--- config.mk ---
export PLATFORM = sky130hd
export DESIGN_NAME = flash_wprot_ctrl
export DESIGN_NICKNAME = d
export VERILOG_FILES = /design/src/rtl/flash_wprot_pkg.sv /design/src/rtl/prot_state_reg.sv /design/src/rtl/prot_range_dec.sv /design/src/rtl/prot_access_chk.sv /design/src/rtl/flash_wprot_ctrl.sv
export SDC_FILE = /design/constraint.sdc
export NUM_CORES = 1
export LEC_CHECK = 0
export BUFFER_PORTS_ARGS = -buffer_cell sky130_fd_sc_hd__buf_2
export CORE_MARGIN = 4
export CORE_UTILIZATION = 37
export DETAILED_ROUTE_END_ITERATION = 10
export PLACE_DENSITY = 0.65
export SLEW_MARGIN = 10
export SYNTH_ARGS = -nofsm -noshare
export SYNTH_HDL_FRONTEND = slang
export SYNTH_SLANG_ARGS = --single-unit
--- constraint.sdc ---
create_clock -name clk -period 2.95 [get_ports clk]
set_input_delay 0.295 -clock clk [delete_from_list [all_inputs] [get_ports clk]]
set_output_delay 0.295 -clock clk [all_outputs]
set_load 0.1 [all_outputs]
--- src/rtl/flash_wprot_pkg.sv ---
package flash_wprot_pkg;

   typedef enum logic [1:0] {
      OP_BYTE   = 2'd0,
      OP_SECTOR = 2'd1,
      OP_BLOCK  = 2'd2,
      OP_CHIP   = 2'd3
   } op_kind_e;

   localparam int STAT_W   = 8;
   localparam int LOCK_POS = 7;
   localparam int BP_LSB   = 2;
   localparam int BP_W     = 4;
   localparam int LVL_W    = 3;

   typedef struct packed {
      logic            lock;
      logic [BP_W-1:0] bp;
   } prot_state_t;

endpackage

--- src/rtl/prot_state_reg.sv ---
module prot_state_reg
   import flash_wprot_pkg::*;
(
   input  logic              clk,
   input  logic              rst_n,
   input  logic              sr_wr,
   input  logic [STAT_W-1:0] sr_din,
   input  logic              wp_n,
   output prot_state_t       state
);

   localparam logic [BP_W-1:0] BP_RESET = '1;

   prot_state_t state_q;
   logic        wr_allowed;

   // Pin is taken in the same cycle as the strobe; lock only bites when pin is low.
   assign wr_allowed = sr_wr && (wp_n || !state_q.lock);

   always_ff @(posedge clk) begin
      if (!rst_n) begin
         state_q.bp   <= BP_RESET;
         state_q.lock <= 1'b0;
      end else if (wr_allowed) begin
         state_q.bp   <= sr_din[BP_LSB +: BP_W];
         state_q.lock <= sr_din[LOCK_POS];
      end
   end

   assign state = state_q;

endmodule

--- src/rtl/prot_range_dec.sv ---
module prot_range_dec
   import flash_wprot_pkg::*;
#(
   parameter int ADDR_W = 19
) (
   input  logic [BP_W-1:0]   bp,
   output logic              any_prot,
   output logic [ADDR_W-1:0] prot_lo
);

   localparam int NLVL = (1 << (LVL_W - 1));   // levels 0..3 are partial
   localparam int FRAC_BASE = ADDR_W - NLVL;   // level k protects 2^(FRAC_BASE+k)

   if (ADDR_W < NLVL + 1) begin : g_bad_width
      $error("prot_range_dec: ADDR_W too small for level decode");
   end

   logic [ADDR_W-1:0] lo_tab [NLVL];

   for (genvar k = 0; k < NLVL; k++) begin : g_lvl
      if (k == 0) begin : g_none
         assign lo_tab[k] = '1;
      end else begin : g_frac
         assign lo_tab[k] = {ADDR_W{1'b1}} << (FRAC_BASE + k);
      end
   end

   // Field bit 3 is stored only; the decode looks at bits [2:0].
   always_comb begin
      if (bp[LVL_W-1]) begin
         any_prot = 1'b1;
         prot_lo  = '0;
      end else begin
         any_prot = (bp[LVL_W-2:0] != '0);
         prot_lo  = lo_tab[bp[LVL_W-2:0]];
      end
   end

endmodule

--- src/rtl/prot_access_chk.sv ---
module prot_access_chk
   import flash_wprot_pkg::*;
#(
   parameter int ADDR_W    = 19,
   parameter int SECT_LOG2 = 12,
   parameter int BLK_LOG2  = 16
) (
   input  op_kind_e          kind,
   input  logic [ADDR_W-1:0] addr,
   input  logic [BP_W-1:0]   bp,
   input  logic              any_prot,
   input  logic [ADDR_W-1:0] prot_lo,
   output logic              refuse
);

   localparam int NSPAN = 3;
   localparam int SPAN_LOG2 [NSPAN] = '{0, SECT_LOG2, BLK_LOG2};

   if (SECT_LOG2 < 1 || SECT_LOG2 >= BLK_LOG2) begin : g_bad_sect
      $error("prot_access_chk: sector size must be below block size");
   end
   if (BLK_LOG2 >= ADDR_W) begin : g_bad_blk
      $error("prot_access_chk: block size must be below array size");
   end

   // Last address touched by each span kind: low bits forced to one.
   logic [ADDR_W-1:0] span_end [NSPAN];

   for (genvar s = 0; s < NSPAN; s++) begin : g_span
      localparam logic [ADDR_W-1:0] MASK = (ADDR_W'(1) << SPAN_LOG2[s]) - ADDR_W'(1);
      assign span_end[s] = addr | MASK;
   end

   // The protected region always reaches the top, so overlap means end >= low bound.
   always_comb begin
      unique case (kind)
         OP_BYTE:   refuse = any_prot && (span_end[0] >= prot_lo);
         OP_SECTOR: refuse = any_prot && (span_end[1] >= prot_lo);
         OP_BLOCK:  refuse = any_prot && (span_end[2] >= prot_lo);
         OP_CHIP:   refuse = (bp != '0);
         default:   refuse = 1'b1;
      endcase
   end

endmodule

--- src/rtl/flash_wprot_ctrl.sv ---
module flash_wprot_ctrl
   import flash_wprot_pkg::*;
#(
   parameter int ADDR_W    = 19,
   parameter int SECT_LOG2 = 12,
   parameter int BLK_LOG2  = 16
) (
   input  logic              clk,
   input  logic              rst_n,
   input  logic              sr_wr,
   input  logic [7:0]        sr_din,
   input  logic              wp_n,
   input  logic              op_vld,
   input  logic [1:0]        op_kind,
   input  logic [ADDR_W-1:0] op_addr,
   output logic [3:0]        bp_out,
   output logic              lock_out,
   output logic              grant,
   output logic              deny
);

   if (STAT_W != 8 || BP_W != 4) begin : g_bad_pkg
      $error("flash_wprot_ctrl: port widths assume an 8-bit status byte");
   end

   prot_state_t       st;
   logic              any_prot;
   logic [ADDR_W-1:0] prot_lo;
   logic              refuse;
   logic              grant_q;
   logic              deny_q;

   prot_state_reg u_state (
      .clk    (clk),
      .rst_n  (rst_n),
      .sr_wr  (sr_wr),
      .sr_din (sr_din),
      .wp_n   (wp_n),
      .state  (st)
   );

   prot_range_dec #(.ADDR_W(ADDR_W)) u_dec (
      .bp       (st.bp),
      .any_prot (any_prot),
      .prot_lo  (prot_lo)
   );

   prot_access_chk #(
      .ADDR_W    (ADDR_W),
      .SECT_LOG2 (SECT_LOG2),
      .BLK_LOG2  (BLK_LOG2)
   ) u_chk (
      .kind     (op_kind_e'(op_kind)),
      .addr     (op_addr),
      .bp       (st.bp),
      .any_prot (any_prot),
      .prot_lo  (prot_lo),
      .refuse   (refuse)
   );

   always_ff @(posedge clk) begin
      if (!rst_n) begin
         grant_q <= 1'b0;
         deny_q  <= 1'b0;
      end else begin
         grant_q <= op_vld && !refuse;
         deny_q  <= op_vld && refuse;
      end
   end

   assign bp_out   = st.bp;
   assign lock_out = st.lock;
   assign grant    = grant_q;
   assign deny     = deny_q;

endmodule

==> summary.md <==
| Metric | Value |
|---|---|
| Setup ws final | between 0.4 and 0.5 ns |
| Main combinational cell family by area after synthesis | compound AO/OA/AOI/OAI gates |
| Commonest non-fill, non-tap cell in the layout | buf_2 |
| Critical path data required time | slightly above 3 ns |
| Vias in the first global route | between 900 and 1k |
| Post-Syn Instances | 110 |
| Placed cells | roughly 180 |
| Dpl ws | roughly 0.5 ns |
| Core area | 0.00230 mm² |
| Residual DRC | 0 |
| Worst Clk Skew | 0.00656 ns |
| Diodes inserted | 0 |
| Maximum VDD drop | ~0.00025 V |
| Die width | slightly below 60 µm |
| TritonCTS clock tree | done |
| Cell Area, Placed | 0.00116 mm² |
| Global-route wire length before repair | 4140 µm |
| Layout cell share with drive strength beyond 1 | 34.9% |
| Full die area | roughly 0.0034 mm² |
| Commonest cells after routing, fill and taps aside | 37 x buf_2, 17 x ha_1, 10 x inv_1, 10 x nand2_1, 8 x a21oi_1 |
| Detailed Routing Iterations Pass 1 | 4 |
| Final net count | 204 |
| Static leakage | roughly 0.55 nW |
| Vias/cell | approximately 5.5 |
| Synth Area in Adders | 22.8% |
| Synth Warn # | 0 |
| Status | finished, final reports clean |
| Initial core utilization | approximately 40% |
| Detail Placement HPWL | 1980 µm |
| Crit path kind | reg -> reg |
| Area leader, netlist | ha_1 |
| Power per cell area | 300 mW/mm² |
| Fill count | between 200 and 250 |
| Initial antenna violation count | 0 |
| Sequential area share after synthesis | between 15 and 20% |
| Row Count | 17 |
| Grt total ovfl | 0 |
| Share of the synthesized area in the top cell type | a little under a quarter |
| Final ANT Viol Nets | 0 |
| Clock sinks | 7 |
| Hold Crit Class | in -> reg |
| Setup violations, final | 0 |
| Wire per inst | about 13 µm |
| Top post-synthesis cells by area | ha_1 23%, dfxtp_1 15%, mux2i_1 5.4% |
| GR Util All Layers | between 10% and 20% |
| H-tree depth | 1 |
| Crit start category | flop |
| Post-Syn Area per Cell | about 8.5 µm² |
| Arr. time, crit path | about 2.6 ns |
| Setup TNS | 0 ns |
| Clk slew on worst S/H paths | roughly 0.060 ns |
| Min Tclk post-route | 2.46 ns |
| Final Cycle Share | 83.4% |
| Simple-Gate Fraction of Synth Area | between 20 and 25% |
| Area grow syn2layout | 26.8% |
| Die height | 58.2 µm |
| # IOs | between 40 and 50 |
| Async SR Flop Fraction | 0% |
| Max_cap viols | 0 |
| Port bufs | 37 |
| Hold Slack | between 0.2 and 0.3 ns |
| Worst rel slew slack | 67.5% |
| Cell variety after synth | 39 |
| Clk_lat worst skew | 0.25 ns |
| Largest buffer count on any clock path | 2 |
| Setup bufs post-CTS | 0 |
| RSZ-0062 raised after global routing | no |
| Number of flops mapped to enable cells by yosys | 0 |
| Final GP Congestion | between 0.7 and 0.8 |
| Max FO, Critical Path | 11 |
| Slew Viols, Final | 0 |
| Mux cell area share after synthesis | 5.37% |
| Syn nets | 161 |
| Routed vias | around 1000 |
| Post-synthesis xor/xnor area fraction | 0% |
| Max Fclk | approximately 410 MHz |
| Non-Filler Instances | 180 |
| Num CTS Buffers | 3 |
| Post-CTS Hold Buffers | 0 |
| Cts repair resizes | 0 |
| Initial DRC count | 33 |
| DRT Wirelength | 2330 µm |
| Crit. End Element | flop |
| Primary FF master, synth | dfxtp_1 |
| Post-route cell area | about 0.0012 mm² |
| CTS root buffer | clkbuf_4 |
| FF+latch count, synth | 7 |
| Synthesized area | around 930 µm² |
| Compound-Gate Fraction of Synth Area | 27.4% |
| Slew @ Worst Pin | 0.491 ns |
| Fin. Hold Viols | 0 |
| Largest net degree at the start of global routing | 12 |
==> worst paths after layout <==
kind	slack, ns	end	startpoint	depth (start not counted)
worst max register to register	0.49	grant$_SDFF_PN0_	u_state.state[2]$_SDFFE_PN1P_	8
worst min register to register	0.55	u_state.state[3]$_SDFFE_PN1P_	u_state.state[3]$_SDFFE_PN1P_	2
worst max-delay path	0.49	grant$_SDFF_PN0_	u_state.state[2]$_SDFFE_PN1P_	8
worst min-delay path	0.26	u_state.state[3]$_SDFFE_PN1P_	rst_n	2
==> cells by family (layout without fill, tap and decap cells) <==
| kind of cell | Yosys count | after routing |
|---|---|---|
| and+or+nand+nor | 32 | 32 |
| DFF | 7 | 7 |
| muxes | 5 | 5 |
| adders and majority gates | 17 | 17 |
| AOI/OAI and AO/OA | 36 | 36 |
| buffers and inverters | 13 | 55 |
==> cell usage after synthesis (2+ instances only) <==
library cell,count
nor3_1,2
nor2b_1,2
a211oi_1,6
o21ai_0,4
nand3_1,3
nor4_1,2
dfxtp_1,7
nand2_1,10
inv_1,10
nand4_1,2
o41ai_1,2
a31oi_1,2
o211ai_1,2
nor4_2,2
mux2i_1,5
buf_6,2
a21oi_1,8
ha_1,17
a211o_1,2
==> sequential cells by signal, indices dropped and copies added, names as in the netlist <==
name,flops
u_state.state,5
grant,1
deny,1
==> per-layer routing <==
layer | global-route usage, % | share of wire (%) | up-vias | routed length, µm
li1 | - | - | 517 | -
met1 | 18.8 | 44 | 443 | 1030
met2 | 26.3 | 48 | 28 | 1120
met3 | 2.90 | 7.7 | 0 | 179
met4 | 4.97 | 0 | 0 | 0
met5 | 0 | 0 | - | 0
==> metrics by stage <==
step           power (W)  utilization, %
6_report        0.000355            51.5
5_1_grt         0.000384            51.5
4_1_cts         0.000360            51.5
3_5_place_dp    0.000271            50.3
3_3_place_gp    0.000266            50.3
2_1_floorplan   0.000229               -
==> cell type report <==
cell class	instances	area [µm²]	area share, %
clock buffers	4	26.3	2.22
flip-flops and latches	7	144	12.2
inverters	10	37.5	3.17
well taps	28	35.0	2.96
multi-input cells	90	724	61.3
repair buffers	41	215	18.2
==> power by group <==
group,total [W],leakage [nW],internal [W],switching [W]
Clock,0.0000868,0.0150,0.0000516,0.0000352
Combinational,0.000156,0.482,0.0000546,0.000101
Sequential,0.000113,0.0568,0.000102,0.0000109
==> worst max-delay path, stage by stage (launching register included) <==
cell and delay (ns):
dfxtp_2 0.39, nor3_4 0.19, inv_1 0.18, ha_1 0.37, nor4bb_1 0.30, mux2i_1 0.19, a2111oi_2 0.35, a211oi_1 0.10
a211o_1 0.26
Note: power is estimated with default switching activity, not from simulation.
